File: src/rtl/lock_pkg.sv
package lock_pkg;
  localparam int STATE_W    = 3;
  localparam int BTN_W      = 3;
  localparam int ADDR_W     = STATE_W + BTN_W;
  localparam int DEPTH      = 1 << ADDR_W;
  localparam int WORD_W     = STATE_W + 1;
  localparam int TABLE_BITS = DEPTH * WORD_W;

  localparam logic [STATE_W-1:0] ST_IDLE = 3'b000;
  localparam logic [STATE_W-1:0] ST_GOT0 = 3'b001;
  localparam logic [STATE_W-1:0] ST_TRAP = 3'b010;
  localparam logic [STATE_W-1:0] ST_OPEN = 3'b011;

  // Default contents: clear, zero, one opens; wrong digits trap.
  function automatic logic [TABLE_BITS-1:0] default_table();
    logic [TABLE_BITS-1:0] t;
    logic [ADDR_W-1:0]     ad;
    logic [STATE_W-1:0]    s;
    logic [STATE_W-1:0]    nx;
    logic                  clr, one, zro, ul;
    t = '0;
    for (int a = 0; a < DEPTH; a++) begin
      ad  = ADDR_W'(a);
      s   = ad[ADDR_W-1:BTN_W];
      clr = ad[2];
      one = ad[1];
      zro = ad[0];
      ul  = (s == ST_OPEN);
      nx  = ST_TRAP;
      if (clr) begin
        nx = ST_IDLE;
      end else if (one == zro) begin
        nx = s;
      end else begin
        case (s)
          ST_IDLE: nx = zro ? ST_GOT0 : ST_TRAP;
          ST_GOT0: nx = one ? ST_OPEN : ST_TRAP;
          ST_OPEN: nx = ST_OPEN;
          default: nx = ST_TRAP;
        endcase
      end
      t[a*WORD_W +: WORD_W] = {ul, nx};
    end
    return t;
  endfunction
endpackage

File: src/rtl/lock_addr.sv
module lock_addr #(
  parameter int STATE_W = 3,
  parameter int ADDR_W  = STATE_W + 3
) (
  input  logic [STATE_W-1:0] state_i,
  input  logic               clear_i,
  input  logic               one_i,
  input  logic               zero_i,
  output logic [ADDR_W-1:0]  addr_o
);
  // Bit order is behaviour: table contents decode it.
  assign addr_o = {state_i, clear_i, one_i, zero_i};
endmodule

File: src/rtl/lock_table.sv
module lock_table #(
  parameter int ADDR_W = 6,
  parameter int WORD_W = 4,
  localparam int DEPTH = 1 << ADDR_W,
  parameter logic [DEPTH*WORD_W-1:0] CONTENTS = '0
) (
  input  logic [ADDR_W-1:0] addr_i,
  output logic [WORD_W-1:0] word_o
);
  logic [WORD_W-1:0] mem [DEPTH];

  for (genvar i = 0; i < DEPTH; i++) begin : g_word
    assign mem[i] = CONTENTS[i*WORD_W +: WORD_W];
  end

  assign word_o = mem[addr_i];
endmodule

File: src/rtl/lock_state_reg.sv
module lock_state_reg #(
  parameter int STATE_W = 3,
  parameter logic [STATE_W-1:0] INIT = '0
) (
  input  logic               clk,
  input  logic               rst,
  input  logic [STATE_W-1:0] next_i,
  output logic [STATE_W-1:0] state_o
);
  always_ff @(posedge clk) begin
    if (rst) state_o <= INIT;
    else     state_o <= next_i;
  end
endmodule

File: src/rtl/lock_rom_fsm.sv
module lock_rom_fsm #(
  parameter logic [lock_pkg::TABLE_BITS-1:0] TABLE = lock_pkg::default_table()
) (
  input  logic                         clk,
  input  logic                         rst,
  input  logic                         btn_clear,
  input  logic                         btn_zero,
  input  logic                         btn_one,
  output logic                         unlock,
  output logic [lock_pkg::STATE_W-1:0] state_o
);
  import lock_pkg::*;

  localparam bit IS_DEFAULT = (TABLE == default_table());

  logic [STATE_W-1:0] state_q;
  logic [ADDR_W-1:0]  addr;
  logic [WORD_W-1:0]  word;
  logic [STATE_W-1:0] next_state;

  lock_addr #(.STATE_W(STATE_W), .ADDR_W(ADDR_W)) u_addr (
    .state_i (state_q),
    .clear_i (btn_clear),
    .one_i   (btn_one),
    .zero_i  (btn_zero),
    .addr_o  (addr)
  );

  lock_table #(.ADDR_W(ADDR_W), .WORD_W(WORD_W), .CONTENTS(TABLE)) u_table (
    .addr_i (addr),
    .word_o (word)
  );

  assign next_state = word[STATE_W-1:0];
  assign unlock     = word[WORD_W-1];
  assign state_o    = state_q;

  lock_state_reg #(.STATE_W(STATE_W), .INIT(ST_IDLE)) u_state (
    .clk     (clk),
    .rst     (rst),
    .next_i  (next_state),
    .state_o (state_q)
  );


  init_idle_chk: assert property (@(posedge clk) rst |=> state_q == ST_IDLE);

  if (IS_DEFAULT) begin : g_default_chk

    unlock_state_only_chk: assert property (@(posedge clk) disable iff (rst)
      unlock == (state_q == ST_OPEN));

    clear_relock_chk: assert property (@(posedge clk) disable iff (rst)
      btn_clear |=> state_q == ST_IDLE);

    idle_hold_chk: assert property (@(posedge clk) disable iff (rst)
      (!btn_clear && !btn_zero && !btn_one) |=> $stable(state_q));

    both_hold_chk: assert property (@(posedge clk) disable iff (rst)
      (!btn_clear && btn_zero && btn_one) |=> $stable(state_q));

    open_loop_chk: assert property (@(posedge clk) disable iff (rst)
      (state_q == ST_OPEN && !btn_clear) |=> state_q == ST_OPEN);
  end
endmodule

File: config.mk
export PLATFORM = sky130hd
export DESIGN_NAME = lock_rom_fsm
export DESIGN_NICKNAME = d
export VERILOG_FILES = /design/src/rtl/lock_pkg.sv /design/src/rtl/lock_addr.sv /design/src/rtl/lock_table.sv /design/src/rtl/lock_state_reg.sv /design/src/rtl/lock_rom_fsm.sv
export SDC_FILE = /design/constraint.sdc
export NUM_CORES = 1
export LEC_CHECK = 0
export BUFFER_PORTS_ARGS = -buffer_cell sky130_fd_sc_hd__clkbuf_2
export CELL_PAD_IN_SITES_DETAIL_PLACEMENT = 0
export CELL_PAD_IN_SITES_GLOBAL_PLACEMENT = 1
export CORE_AREA = 2 2 39 41
export DETAILED_ROUTE_END_ITERATION = 12
export DIE_AREA = 0 0 41 43
export PLACE_DENSITY_LB_ADDON = 0.1
export SLEW_MARGIN = 40
export SYNTH_ARGS = -nofsm -noshare
export SYNTH_HDL_FRONTEND = slang
export SYNTH_SLANG_ARGS = --single-unit
File: constraint.sdc
create_clock -name clk -period 1.85 [get_ports clk]
set_clock_uncertainty 0.05 [all_clocks]
set_input_delay 0.37 -clock clk [delete_from_list [all_inputs] [get_ports clk]]
set_output_delay 0.37 -clock clk [all_outputs]
set_load 0.005 [all_outputs]
After elaboration in Yosys (flattened, before gate mapping)

Memory sizes are Yosys's and may differ from the RTL's.
Cells that the tools add are included.

Bits in registers: 3
ROM bits: 256
Bits of input ports: 5
Output and inout port bits: 4
Memories: 1

Magnitude comparators: 1
Muxes and demuxes: 2
Bitwise operators: 1

Memories:

| name            | depth | bits a word | rd ports | clocked after memory_dff | wr ports | RTL line         | source |
|---|---|---|---|---|---|---|---|
| (no name shown) | 64    | 4           | 1        | 0                        | 0        | lock_table.sv:16 | `assign word_o = mem[addr_i];` |

Operators with widths:

| cell               | count |
|---|---|
| $mux 4             | 2 |
| $ge 7x7->1 const B | 1 |
| $not 6->7          | 1 |

Depth between registers and ports, before layout

Depth after elaboration: 4
Gate-level depth with buffers: 5
Mapped depth without buffers: 5

Modules after synthesis

Synthesis repeated with hierarchy kept, for this count alone.

Cell total of the unflattened synthesis: 31
Area total of the unflattened synthesis: 242.7 um^2

By module, submodules not included:

| module         | instances | cells an instance | area each (um^2) | seq. area each (um^2) |
|---|---|---|---|---|
| lock_table     | 1         | 19                | 118.9            | 0.0 |
| lock_state_reg | 1         | 6                 | 78.8             | 60.1 |
| lock_addr      | 1         | 6                 | 45.0             | 0.0 |

Least setup slack after synthesis

No wires, ideal clock.

Kind: input to register
Start: input btn_one
End: register u_state.state_o[0]
Setup time: 117 ps
Arrival time: 1,074 ps
Required time: 1,683 ps
Path slack: 609 ps
Stages: 5
Path buffers: 0
Cell sequence: inv_1 ha_1 or3b_1 a31oi_1 nor3_1

Longest elaborated chain between the ends: 4

RTL lines:

| element                                   | RTL line             | source |
|---|---|---|
| start: declaration                        | lock_rom_fsm.sv:8    | `input logic btn_one,` |
| $not 6->7 (implied by the code)           | lock_table.sv:16     |  |
| $mem_v2 64x4                              | -                    |  |
| $mux 4 (implied by the code) (2 in a row) | lock_table.sv:16     |  |
| end signal: assignment                    | lock_state_reg.sv:12 | `else state_o <= next_i;` |
| end: declaration                          | lock_state_reg.sv:8  | `output logic [STATE_W-1:0] state_o` |

No other way between the ends. The select of a mux whose other input is x is not followed.
A chain may end at the register's enable or synchronous reset.

Worst setup path in the final report

Start: register u_state.state_o[0]
End: output unlock

Longest elaborated chain between the ends: 4

RTL lines:

| element                                   | RTL line          | source |
|---|---|---|
| $not 6->7 (implied by the code)           | lock_table.sv:16  |  |
| $mem_v2 64x4                              | -                 |  |
| $mux 4 (implied by the code) (2 in a row) | lock_table.sv:16  |  |
| end: declaration                          | lock_rom_fsm.sv:9 | `output logic unlock,` |

No other way between the ends. The select of a mux whose other input is x is not followed.

==> impl_metrics.ini <==
[clocking]
clk_latency_ns = 0.23
cts_hold_repair.buffers = 0
clockBufferDepth = 2
cts_buffers = 3
postCtsResizedCells = 0
cts_tree = done
post_cts_buffers = 0
clk_pin_slew_ns = 0.04
h-tree-depth = 1
clock-root-buffer = clkbuf_4
clock_sinks = 3

[setup_path]
cp_cell_sequence = nand2_1, nor2_1, clkbuf_2
crit_buf_inv = 1
crit_path_start_kind = register
cp.arrival_ns = 0.91
required_ns = 1.43
cp-end-kind = primary output
r2r_end = u_state.state_o[0]$_SDFF_PP0_
rrSetupSlack_ns = 0.74
path_delay_family = flip-flops
reg2reg_depth = 3
cpPeakStageDelay_ns = 0.40
slowest_stage = dfxtp_1
rr_startpoint = u_state.state_o[2]$_SDFF_PP0_
crit_fanout = 6
crit_type = reg -> out

[synth]
yosysTopAreaCellShare_pct = 33.8
synth-seq-area-share_pct = 33.8
synth_compound_area_share_pct = 9.15
synthAdderAreaFrac_pct = 21.1
synthCells = 21
avgSynthCellArea_um2 = 8.46
synth_top_family_by_area = simple AND/OR/NAND/NOR gates
netlist_area_um2 = 178
synth-xor-area-share_pct = 0
synth_mux_area_share_pct = 0
synth_nets = 29
synth-simple-area-share_pct = 31.7
synthTopCellsByArea = dfxtp_1 (34%), ha_1 (21%), nor3_1 (8.5%)
synth.ff_latch_count = 3
ys_types = 13
synth_area_leader_cell = dfxtp_1
ys_warn_count = 0

[flow_run]
cap_violations = 0

[route]
drt-wirelength-per-cell_um = 8.96
dr.pass1.iters = 2
drtAntennaViolNets = 0
route.detailed.drc = 0
dr_total_vias = 192
routed_via_density = 3.92
wirelength_um = 439
drt_iter0_markers = 1

[grt]
overflow = 0
grt_pass1_vias = 207
grtUsageTotal_pct = 7.02
antenna_found_initial = 0
grt_pass1_wl_um = 786
grt_max_degree = 9

[finish]
largest_reg_flops = 3
stdcell_count = 49
drive_above_1_share_pct = 33.3
nets = 42
reg_top3 = u_state.state_o: 3 flops
diodes = 0
area_growth_pct = 48.6
final_area_um2 = 264
num-fill-cells = 165
regMostFlops = u_state.state_o

[die]
fp.coreArea_um2 = 1380
io_pins = 9
die_w_um = 41
row_count = 14
dieArea_um2 = 1760
initial_core_util_pct = 12.8
fp.dieH_um = 43

[timing]
slew_headroom_pct = 83.1
rsz0062_at_grt = false
finalMaxSlewViolations = 0
period_share_pct = 71.8
finalWorstPathRequiredPeriod_ns = 1.33
fmaxAchievable_mhz = 753
finalHoldViolCount = 0
finalSetupTns_ns = 0
setup_viol = 0
tightest_slew_ns = 0.250

[power_and_ir_drop]
total_power_uw = 204
ir_worst_vdd_uv = 139
powerDensity_nw_per_um2 = 774
leakage_uw = 0.000129

[placement]
hpwl_um = 365
place_area_um2 = 238
placedCellCount = 45
place.gp.congestion = 0.564
port_buffers = 8

[hold_path]
hold_depth = 2
min_from = rst
min_to = u_state.state_o[1]$_SDFF_PP0_
holdCritPathClass = in -> reg

[run_status]
outcome = finished clean
kinds of logic (layout without fill, tap and decap cells):
| family | after synthesis | in the layout |
|---|---|---|
| and+or+nand+nor | 10 | 10 |
| DFF | 3 | 3 |
| adders and majority gates | 3 | 3 |
| buffers and inverters | 2 | 14 |
| AOI/OAI and AO/OA | 3 | 3 |
metal layers:
layer	share of wire, %	track usage, %	vias up
met5	0	0	-
met4	0	8.00	0
met3	5.2	1.57	0
met2	56	10.3	4
met1	39	7.05	89
li1	-	-	99
synth_stat cells:
cell type	count
nor3_1	3
a21oi_1	1
o21ai_0	1
dfxtp_1	3
nand2b_1	1
nor4b_1	1
nor2_1	1
or3_1	1
ha_1	3
or3b_1	1
inv_1	2
nand2_1	2
a31oi_1	1
worst max path at each step:
| stage | slack, ns | start | cells past startpoint | end |
|---|---|---|---|---|
| final | 0.52 | u_state.state_o[0]$_SDFF_PP0_ | 3 | unlock |
| after global routing | 0.43 | u_state.state_o[0]$_SDFF_PP0_ | 3 | unlock |
| after CTS | 0.51 | u_state.state_o[1]$_SDFF_PP0_ | 3 | unlock |
| after detailed placement | 0.44 | btn_one | 6 | u_state.state_o[0]$_SDFF_PP0_ |
| after global placement | 0.46 | btn_zero | 6 | u_state.state_o[0]$_SDFF_PP0_ |
| after floorplan | 0.61 | btn_one | 5 | u_state.state_o[0]$_SDFF_PP0_ |
through the flow:
| step | utilization [%] | hold WS, ns | setup WS (ns) |
|---|---|---|---|
| after CTS | 19.1 | 0.293 | 0.512 |
| after global placement | 17.2 | 0.495 | 0.464 |
| after global routing | 19.1 | 0.295 | 0.430 |
| after floorplan | - | 0.396 | 0.609 |
| final | 19.1 | 0.299 | 0.522 |
| after detailed placement | 17.2 | 0.496 | 0.445 |
layout by cell type (no fill, tap or decap), types with 2 or more instances in the layout:
cell,synthesis,final
clkbuf_2,0,8
clkbuf_4,0,3
dfxtp_1,3,3
ha_1,3,3
inv_1,2,2
nand2_1,2,2
nor3_1,3,3
where the power goes:
group	switching [uW]	internal, uW
registers	2.34	66.8
logic	10.4	11.3
clock network	32.7	80.8
total	45.5	159
layout make-up:
type / count / area (um2) / area share, %
multi-input cells: 16 / 110 / 41.7
flip-flops and latches: 3 / 60.1 / 22.7
repair buffers: 8 / 40.0 / 15.2
clock buffers: 4 / 26.3 / 9.95
well taps: 16 / 20.0 / 7.58
inverters: 2 / 7.51 / 2.84
Power figures use the tool's default switching activity.
